File: src/rtl/amem_pkg.sv
package amem_pkg;
  localparam int ON_W   = 4;
  localparam int OFF_W  = 5;
  localparam int LEN_W  = 5;
  localparam int ACC_W  = 5;
  localparam int GAP_W  = 4;
  localparam int DIV_W  = 2;
  localparam int BASE_W = 5;
  localparam int NSTB   = 4;

  typedef enum logic {ST_IDLE, ST_BUSY} amem_state_e;

  typedef struct packed {
    logic [ON_W-1:0]  cs_on;
    logic [OFF_W-1:0] cs_rd_off;
    logic [OFF_W-1:0] cs_wr_off;
    logic [ON_W-1:0]  avld_on;
    logic [OFF_W-1:0] avld_rd_off;
    logic [OFF_W-1:0] avld_wr_off;
    logic [ON_W-1:0]  oe_on;
    logic [OFF_W-1:0] oe_off;
    logic [ON_W-1:0]  we_on;
    logic [OFF_W-1:0] we_off;
    logic [LEN_W-1:0] rd_len;
    logic [LEN_W-1:0] wr_len;
    logic [ACC_W-1:0] access;
    logic [GAP_W-1:0] page_gap;
    logic [DIV_W-1:0] div;
  } amem_cfg_t;
endpackage

File: src/rtl/amem_tick_div.sv
module amem_tick_div #(
  parameter int DIV_W = 2
) (
  input  logic             clk_i,
  input  logic             rst_ni,
  input  logic             restart_i,
  input  logic             run_i,
  input  logic [DIV_W-1:0] div_i,
  output logic             first_o,
  output logic             tick_o
);
  logic [DIV_W-1:0] pre_q, pre_d;

  assign tick_o  = run_i && (pre_q == div_i);
  assign first_o = (pre_q == '0);

  always_comb begin
    pre_d = pre_q;
    if (restart_i)   pre_d = '0;
    else if (tick_o) pre_d = '0;
    else if (run_i)  pre_d = pre_q + DIV_W'(1);
  end

  always_ff @(posedge clk_i or negedge rst_ni) begin
    if (!rst_ni) pre_q <= '0;
    else         pre_q <= pre_d;
  end
endmodule

File: src/rtl/amem_window.sv
module amem_window #(
  parameter int CNT_W = 5,
  parameter int ON_W  = 4,
  parameter int OFF_W = 5
) (
  input  logic             en_i,
  input  logic [CNT_W-1:0] cnt_i,
  input  logic [ON_W-1:0]  on_i,
  input  logic [OFF_W-1:0] off_i,
  output logic             act_o
);
  localparam int CMP_W = (CNT_W > OFF_W) ? CNT_W : OFF_W;
  logic [CMP_W-1:0] c_x, on_x, off_x;

  assign c_x   = CMP_W'(cnt_i);
  assign on_x  = CMP_W'(on_i);
  assign off_x = CMP_W'(off_i);
  assign act_o = en_i && (c_x >= on_x) && (c_x < off_x);
endmodule

File: src/rtl/amem_capture.sv
module amem_capture #(
  parameter int DATA_W  = 16,
  parameter int WORDS_W = 3,
  parameter int CNT_W   = 5,
  parameter int ACC_W   = 5,
  parameter int GAP_W   = 4
) (
  input  logic               clk_i,
  input  logic               rst_ni,
  input  logic               load_i,
  input  logic [WORDS_W-1:0] words_i,
  input  logic [ACC_W-1:0]   access_i,
  input  logic [GAP_W-1:0]   gap_i,
  input  logic               step_i,
  input  logic [CNT_W-1:0]   cnt_i,
  input  logic [DATA_W-1:0]  rdata_i,
  output logic               rvalid_o,
  output logic [DATA_W-1:0]  rdata_o,
  output logic [WORDS_W:0]   idx_o
);
  localparam int NXT_W = ACC_W + GAP_W + WORDS_W + 1;
  localparam int REM_W = WORDS_W + 1;

  logic [NXT_W-1:0]  nxt_q, nxt_d;
  logic [REM_W-1:0]  rem_q, rem_d;
  logic [REM_W-1:0]  idx_q, idx_d;
  logic [DATA_W-1:0] dat_q, dat_d;
  logic              vld_q, vld_d;
  logic [GAP_W-1:0]  gap_eff;
  logic              hit;

  assign gap_eff = (gap_i == '0) ? GAP_W'(1) : gap_i;
  assign hit     = step_i && (rem_q != '0) && (NXT_W'(cnt_i) == nxt_q);

  always_comb begin
    nxt_d = nxt_q;
    rem_d = rem_q;
    idx_d = idx_q;
    dat_d = dat_q;
    vld_d = 1'b0;
    if (load_i) begin
      nxt_d = NXT_W'(access_i);
      rem_d = REM_W'(words_i) + REM_W'(1);
      idx_d = '0;
    end else if (hit) begin
      nxt_d = nxt_q + NXT_W'(gap_eff);
      rem_d = rem_q - REM_W'(1);
      idx_d = idx_q + REM_W'(1);
      dat_d = rdata_i;
      vld_d = 1'b1;
    end
  end

  always_ff @(posedge clk_i or negedge rst_ni) begin
    if (!rst_ni) begin
      nxt_q <= '0;
      rem_q <= '0;
      idx_q <= '0;
      dat_q <= '0;
      vld_q <= 1'b0;
    end else begin
      nxt_q <= nxt_d;
      rem_q <= rem_d;
      idx_q <= idx_d;
      dat_q <= dat_d;
      vld_q <= vld_d;
    end
  end

  assign rvalid_o = vld_q;
  assign rdata_o  = dat_q;
  assign idx_o    = idx_q;
endmodule

File: src/rtl/amem_timing_engine.sv
module amem_timing_engine
  import amem_pkg::*;
#(
  parameter int ADDR_W    = 32,
  parameter int DATA_W    = 16,
  parameter int WORDS_W   = 3,
  parameter int REGION_SH = 24
) (
  input  logic                 clk_i,
  input  logic                 rst_ni,
  input  logic                 req_valid_i,
  output logic                 req_ready_o,
  input  logic                 req_write_i,
  input  logic [ADDR_W-1:0]    req_addr_i,
  input  logic [DATA_W-1:0]    req_wdata_i,
  input  logic [WORDS_W-1:0]   req_words_i,
  input  logic [ON_W-1:0]      cfg_cs_on_i,
  input  logic [OFF_W-1:0]     cfg_cs_rd_off_i,
  input  logic [OFF_W-1:0]     cfg_cs_wr_off_i,
  input  logic [ON_W-1:0]      cfg_avld_on_i,
  input  logic [OFF_W-1:0]     cfg_avld_rd_off_i,
  input  logic [OFF_W-1:0]     cfg_avld_wr_off_i,
  input  logic [ON_W-1:0]      cfg_oe_on_i,
  input  logic [OFF_W-1:0]     cfg_oe_off_i,
  input  logic [ON_W-1:0]      cfg_we_on_i,
  input  logic [OFF_W-1:0]     cfg_we_off_i,
  input  logic [LEN_W-1:0]     cfg_rd_len_i,
  input  logic [LEN_W-1:0]     cfg_wr_len_i,
  input  logic [ACC_W-1:0]     cfg_access_i,
  input  logic [GAP_W-1:0]     cfg_page_gap_i,
  input  logic [DIV_W-1:0]     cfg_div_i,
  input  logic [BASE_W-1:0]    cfg_base_i,
  output logic                 rsp_done_o,
  output logic                 rsp_err_o,
  output logic                 rdata_valid_o,
  output logic [DATA_W-1:0]    rdata_o,
  output logic                 mem_cs_n_o,
  output logic                 mem_avld_n_o,
  output logic                 mem_oe_n_o,
  output logic                 mem_we_n_o,
  output logic [REGION_SH-1:0] mem_addr_o,
  output logic [DATA_W-1:0]    mem_wdata_o,
  output logic                 mem_wdata_oe_o,
  input  logic [DATA_W-1:0]    mem_rdata_i
);
  localparam int HI_W  = ADDR_W - REGION_SH;
  localparam int CNT_W = LEN_W;

  amem_state_e          state_q, state_d;
  logic [CNT_W-1:0]     cnt_q, cnt_d;
  amem_cfg_t            cfg_q, cfg_d, cfg_live;
  logic                 wr_q, wr_d;
  logic [DATA_W-1:0]    wdata_q, wdata_d;
  logic [REGION_SH-1:0] off_q, off_d;
  logic                 done_q, done_d, err_q, err_d;

  logic                 busy, accept, in_region, last, tick, first;
  logic [CNT_W-1:0]     len;
  logic [WORDS_W:0]     word_idx;

  logic [ON_W-1:0]      on_a  [NSTB];
  logic [OFF_W-1:0]     off_a [NSTB];
  logic                 en_a  [NSTB];
  logic [NSTB-1:0]      act;

  always_comb begin
    cfg_live.cs_on       = cfg_cs_on_i;
    cfg_live.cs_rd_off   = cfg_cs_rd_off_i;
    cfg_live.cs_wr_off   = cfg_cs_wr_off_i;
    cfg_live.avld_on     = cfg_avld_on_i;
    cfg_live.avld_rd_off = cfg_avld_rd_off_i;
    cfg_live.avld_wr_off = cfg_avld_wr_off_i;
    cfg_live.oe_on       = cfg_oe_on_i;
    cfg_live.oe_off      = cfg_oe_off_i;
    cfg_live.we_on       = cfg_we_on_i;
    cfg_live.we_off      = cfg_we_off_i;
    cfg_live.rd_len      = cfg_rd_len_i;
    cfg_live.wr_len      = cfg_wr_len_i;
    cfg_live.access      = cfg_access_i;
    cfg_live.page_gap    = cfg_page_gap_i;
    cfg_live.div         = cfg_div_i;
  end

  assign busy      = (state_q == ST_BUSY);
  assign accept    = req_valid_i && !busy;
  assign in_region = (req_addr_i[ADDR_W-1:REGION_SH] == HI_W'(cfg_base_i));
  assign len       = wr_q ? cfg_q.wr_len : cfg_q.rd_len;
  assign last      = busy && (cnt_q == len);

  amem_tick_div #(.DIV_W(DIV_W)) u_div (
    .clk_i     (clk_i),
    .rst_ni    (rst_ni),
    .restart_i (accept),
    .run_i     (busy),
    .div_i     (cfg_q.div),
    .first_o   (first),
    .tick_o    (tick)
  );

  always_comb begin
    state_d = state_q;
    cnt_d   = cnt_q;
    cfg_d   = cfg_q;
    wr_d    = wr_q;
    wdata_d = wdata_q;
    off_d   = off_q;
    done_d  = 1'b0;
    err_d   = 1'b0;
    if (accept) begin
      if (in_region) begin
        state_d = ST_BUSY;
        cnt_d   = '0;
        cfg_d   = cfg_live;
        wr_d    = req_write_i;
        wdata_d = req_wdata_i;
        off_d   = req_addr_i[REGION_SH-1:0];
      end else begin
        done_d = 1'b1;
        err_d  = 1'b1;
      end
    end else if (busy) begin
      if (last) begin
        state_d = ST_IDLE;
        done_d  = 1'b1;
      end else if (tick) begin
        cnt_d = cnt_q + CNT_W'(1);
      end
    end
  end

  always_ff @(posedge clk_i or negedge rst_ni) begin
    if (!rst_ni) begin
      state_q <= ST_IDLE;
      cnt_q   <= '0;
      cfg_q   <= '0;
      wr_q    <= 1'b0;
      wdata_q <= '0;
      off_q   <= '0;
      done_q  <= 1'b0;
      err_q   <= 1'b0;
    end else begin
      state_q <= state_d;
      cnt_q   <= cnt_d;
      cfg_q   <= cfg_d;
      wr_q    <= wr_d;
      wdata_q <= wdata_d;
      off_q   <= off_d;
      done_q  <= done_d;
      err_q   <= err_d;
    end
  end

  // strobe order: 0 chip select, 1 address valid, 2 output enable, 3 write enable
  always_comb begin
    on_a[0]  = cfg_q.cs_on;
    off_a[0] = wr_q ? cfg_q.cs_wr_off : cfg_q.cs_rd_off;
    en_a[0]  = busy;
    on_a[1]  = cfg_q.avld_on;
    off_a[1] = wr_q ? cfg_q.avld_wr_off : cfg_q.avld_rd_off;
    en_a[1]  = busy;
    on_a[2]  = cfg_q.oe_on;
    off_a[2] = cfg_q.oe_off;
    en_a[2]  = busy && !wr_q;
    on_a[3]  = cfg_q.we_on;
    off_a[3] = cfg_q.we_off;
    en_a[3]  = busy && wr_q;
  end

  for (genvar g = 0; g < NSTB; g++) begin : g_stb
    amem_window #(.CNT_W(CNT_W), .ON_W(ON_W), .OFF_W(OFF_W)) u_win (
      .en_i  (en_a[g]),
      .cnt_i (cnt_q),
      .on_i  (on_a[g]),
      .off_i (off_a[g]),
      .act_o (act[g])
    );
  end

  amem_capture #(
    .DATA_W(DATA_W), .WORDS_W(WORDS_W), .CNT_W(CNT_W), .ACC_W(ACC_W), .GAP_W(GAP_W)
  ) u_cap (
    .clk_i    (clk_i),
    .rst_ni   (rst_ni),
    .load_i   (accept && in_region),
    .words_i  (req_words_i),
    .access_i (cfg_access_i),
    .gap_i    (cfg_q.page_gap),
    .step_i   (busy && first && !wr_q),
    .cnt_i    (cnt_q),
    .rdata_i  (mem_rdata_i),
    .rvalid_o (rdata_valid_o),
    .rdata_o  (rdata_o),
    .idx_o    (word_idx)
  );

  assign req_ready_o    = !busy;
  assign rsp_done_o     = done_q;
  assign rsp_err_o      = err_q;
  assign mem_cs_n_o     = !act[0];
  assign mem_avld_n_o   = !act[1];
  assign mem_oe_n_o     = !act[2];
  assign mem_we_n_o     = !act[3];
  assign mem_addr_o     = off_q + REGION_SH'(word_idx);
  assign mem_wdata_o    = wdata_q;
  assign mem_wdata_oe_o = busy && wr_q;
endmodule

File: config.mk
export PLATFORM = sky130hd
export DESIGN_NAME = amem_timing_engine
export DESIGN_NICKNAME = d
export VERILOG_FILES = /design/src/rtl/amem_pkg.sv /design/src/rtl/amem_tick_div.sv /design/src/rtl/amem_window.sv /design/src/rtl/amem_capture.sv /design/src/rtl/amem_timing_engine.sv
export SDC_FILE = /design/constraint.sdc
export NUM_CORES = 1
export LEC_CHECK = 0
export BUFFER_PORTS_ARGS = -buffer_cell sky130_fd_sc_hd__buf_2
export CAP_MARGIN = 10
export CORE_UTILIZATION = 40
export DETAILED_ROUTE_END_ITERATION = 8
export PLACE_DENSITY = 0.66
export SYNTH_ARGS = -nofsm -noshare
export SYNTH_HDL_FRONTEND = slang
export SYNTH_HIERARCHICAL = 1
export SYNTH_SLANG_ARGS = --single-unit
File: constraint.sdc
create_clock -name clk_i -period 2.2 [get_ports clk_i]
set_input_delay 0.22 -clock clk_i [delete_from_list [all_inputs] [get_ports clk_i]]
set_output_delay 0.22 -clock clk_i [all_outputs]
set_load 0.01 [all_outputs]
==> flow_summary_export.csv <==
group,metric,value,unit
drt,wl_per_cell,14.70,um
layout,drive_gt1_share,34.76,%
floorplan,dieArea,20200,sq um
worst_hold_path,hold_start,"cfg_avld_rd_off_i[2]",
status,violations,"negative setup slack",
placed_design,dp_cells,1338,
yosys,ys_ff_latch,151,
floorplan,die_y,142.1,um
setup_path,path_delay_family,"adder cells",
yosys,syn_inst,867,
setup_path,cp_max_fo,7,
yosys,synth_edf_count,0,
pwr,power_density,918.8,nW/um^2
layout,layout.cells.most_common_list,"nand2_1 (331), buf_2 (205), dfrtp_1 (147)",
placed_design,place_worst_setup_slack,-0.03308,ns
grt,track_usage,21.40,%
sta,finalWorstSetupSlack,-0.3402,ns
setup_path,crit-reg2reg-launch,"wr_q$_DFFE_PN0P_",
sta,setup_viol,39,
grt,antenna_found_initial,0,
yosys,synth_flop_cell,"dfrtp_1",
floorplan,fp.coreArea,18960,sq um
yosys,synthArstFlopShare,100.0,%
setup_path,worstSetupPathType,"flop to output port",
layout,fillers,1573,
layout,regArea,3784,sq um
yosys,synth_warnings,6,
drt,vias,6966,
status,status,"finished, violations left",
layout,instances_no_fill,1471,
cts,cts_root_buf,"clkbuf_16",
setup_path,cp-end-kind,"output port",
grt,grt_max_degree,104,
layout,layout_commonest_cell,"nand2_1",
cts,max-clock-path-buffers,2,
sta,report.final.slew_viol_count,0,
sta,maxSlewHeadroom,64.85,%
pwr,peakVddDrop,0.0006007,V
sta,fin_crit,2.540,ns
setup_path,critPathRequiredTime,1.98,ns
grt,grt_pass1_vias,6870,
worst_hold_path,min_to,"cfg_q[46]$_DFFE_PN0P_",
setup_path,worstPathArrival,2.32,ns
layout,multi_input_area,4245,sq um
grt,grt_remaining_overflow,0,
layout,area_growth,48.18,%
cts,clock-sinks,151,
sta,rsz0062_at_grt,"yes",
pwr,power.leakage,6.063,nW
drt,drt_iter0_markers,261,
flow_run,drv_cap,0,
drt,drt-vias-per-instance,4.736,
yosys,syn_nets,1057,
cts,clkLatencyLatePin,0.42,ns
worst_hold_path,holdCritPathClass,"input pin to flop",
yosys,synthesis.area,7854,sq um
placed_design,hpwl,13190,um
setup_path,r2r.worst_path.cells,9,
yosys,syn_avg_cell_area,9.059,sq um
layout,fin_nets,1391,
setup_path,crit_path_start_kind,"flop",
floorplan,pin_count,208,
placed_design,port_buffers,207,
setup_path,r2r_slack,-0.08,ns
floorplan,initial_utilization,41.43,%
worst_hold_path,hold_path_depth,3,
drt,drc,0,
yosys,ys_seq_area_share,48.11,%
placed_design,gp_congestion,0.8095,
floorplan,die_w,142.1,um
setup_path,crit_buf_inv,2,
grt,grt_pass1_wl,33810,um
cts,tritoncts,"yes",
sta,finalHoldViolCount,0,
yosys,yosysUniqueCellTypes,50,
sta,timing.hold.ws,0.01123,ns
cts,numCtsBuffers,17,
drt,dr.pass1.iters,4,
setup_path,crit_chain,"ha_2 > fa_2 > a21o_1 > a21oi_4 > nor2_4 > buf_4 > nand2_4 > xnor2_2 > buf_2",
setup_path,reg2reg_to,"u_cap/rdata_o[8]$_DFFE_PN0P_",
cts,path_clk_slew,0.06,ns
sta,worstMarginPinSlew,0.5272,ns
setup_path,crit_slowest_cell,"dfrtp_1",
sta,timing.final.crit_share,115.5,%
cts,htreeDepth,4,
layout,post-route-util,61.39,%
setup_path,max_stage_delay,0.39,ns
sta,fin_worst_skew,0.01021,ns
layout,antenna_cells,0,
sta,max_freq,393.7,MHz
drt,ant_nets,0,
floorplan,num_rows,50,
drt,wl,21620,um
==> state kept, by name, indices dropped and copies added (netlist names) <==
name,count
busy,1
cfg_q,62
cnt_q,5
mem_wdata_o,16
off_q,24
rsp_done_o,1
rsp_err_o,1
u_cap/idx_o,4
u_cap/nxt_q,13
u_cap/rdata_o,16
u_cap/rem_q,4
u_cap/rvalid_o,1
u_div/pre_q,2
wr_q,1
==> what timing repair did <==
item,in CTS,in global routing
hold endpoints to repair,115,1
hold buffers,70,1
setup buffers,14,15
pin swaps,18,23
setup endpoints to repair,24,53
gates cloned,1,3
gates resized for setup,64,75
==> routing by layer <==
layer	share of wire (%)	routed length, um	global-route usage [%]
met5	0	0	0
met4	1.3	284	6.452
met1	46	9933	27.40
met3	4.3	938	4.576
met2	48	10460	36.20
==> layout make-up <==
| type | count | area share, % |
|---|---|---|
| repair buffers | 347 | 21.33 |
| well taps | 260 | 2.795 |
| clock buffers | 23 | 4.279 |
| multi-input cells | 629 | 36.48 |
| clock inverters | 6 | 0.7849 |
| flip-flops and latches | 151 | 32.51 |
| inverters | 55 | 1.817 |
==> worst reg2reg max path, delay by kind of cell, from the launching register on <==
kind | cells | cell delay (ns)
and+or+nand+nor | 5 | 0.96
buffers and inverters | 3 | 0.47
muxes | 1 | 0.30
DFF | 1 | 0.43
==> synthesized netlist by cell type (4+ instances only) <==
library cell / instances / area share [%]
a211oi_1: 5 / 0.48
a21oi_1: 13 / 0.83
and4_1: 4 / 0.45
buf_2: 15 / 0.96
buf_4: 6 / 0.57
clkbuf_1: 10 / 0.48
dfrtp_1: 151 / 48
ha_1: 45 / 7.2
inv_1: 54 / 2.6
mux2_1: 10 / 1.4
mux2_2: 20 / 2.9
mux2i_1: 14 / 1.8
nand2_1: 336 / 16
nand3_1: 15 / 0.96
nand4_1: 5 / 0.40
nor2_1: 23 / 1.1
nor2b_1: 18 / 1.4
nor3_1: 9 / 0.57
o21ai_0: 13 / 0.83
o21ai_1: 4 / 0.25
o21ai_2: 4 / 0.45
o2bb2ai_1: 4 / 0.45
o311a_1: 4 / 0.51
or3_1: 4 / 0.32
xnor2_1: 25 / 2.8
xor2_1: 21 / 2.3
==> power breakdown <==
part	total (mW)	leakage, nW	internal (mW)	switching [mW]
registers	3.51	2.00	3.21	0.301
logic	4.24	3.79	2.18	2.07
clock network	2.94	0.280	1.81	1.13
==> how the worst max path moves through the flow <==
stage                                     from                             to  depth (start not counted)
CTS                       off_q[0]$_DFFE_PN0P_                 mem_addr_o[18]                          9
detailed placement        off_q[0]$_DFFE_PN0P_                 mem_addr_o[18]                          9
floorplan                     busy$_DFFE_PN0N_  u_cap/rdata_o[10]$_DFFE_PN0P_                          9
global route        u_cap/idx_o[1]$_DFFE_PN0P_                 mem_addr_o[23]                          8
finish                    off_q[0]$_DFFE_PN0P_                 mem_addr_o[10]                          9
global placement          off_q[0]$_DFFE_PN0P_                 mem_addr_o[18]                          9
==> stage by stage <==
stage	total power, mW	area (sq um)	setup TNS (ns)
floorplan	5.446	7869	0
global placement	6.519	9425	0
detailed placement	6.603	9425	-0.03308
CTS	10.03	11100	-4.552
global route	11.33	11640	-10.13
finish	10.69	11640	-5.647
==> logic make-up (layout without fill, tap and decap cells) <==
kind of cell / after synthesis / in the layout / synth area share [%]
adders and majority gates: 47 / 47 / 7.679
AOI/OAI and AO/OA: 59 / 59 / 5.018
muxes: 44 / 44 / 6.086
buffers and inverters: 88 / 431 / 4.827
xor gates and xnor gates: 46 / 46 / 5.130
and+or+nand+nor: 432 / 433 / 23.15
DFF: 151 / 151 / 48.11
No activity file was read; power rests on OpenSTA's default activity.
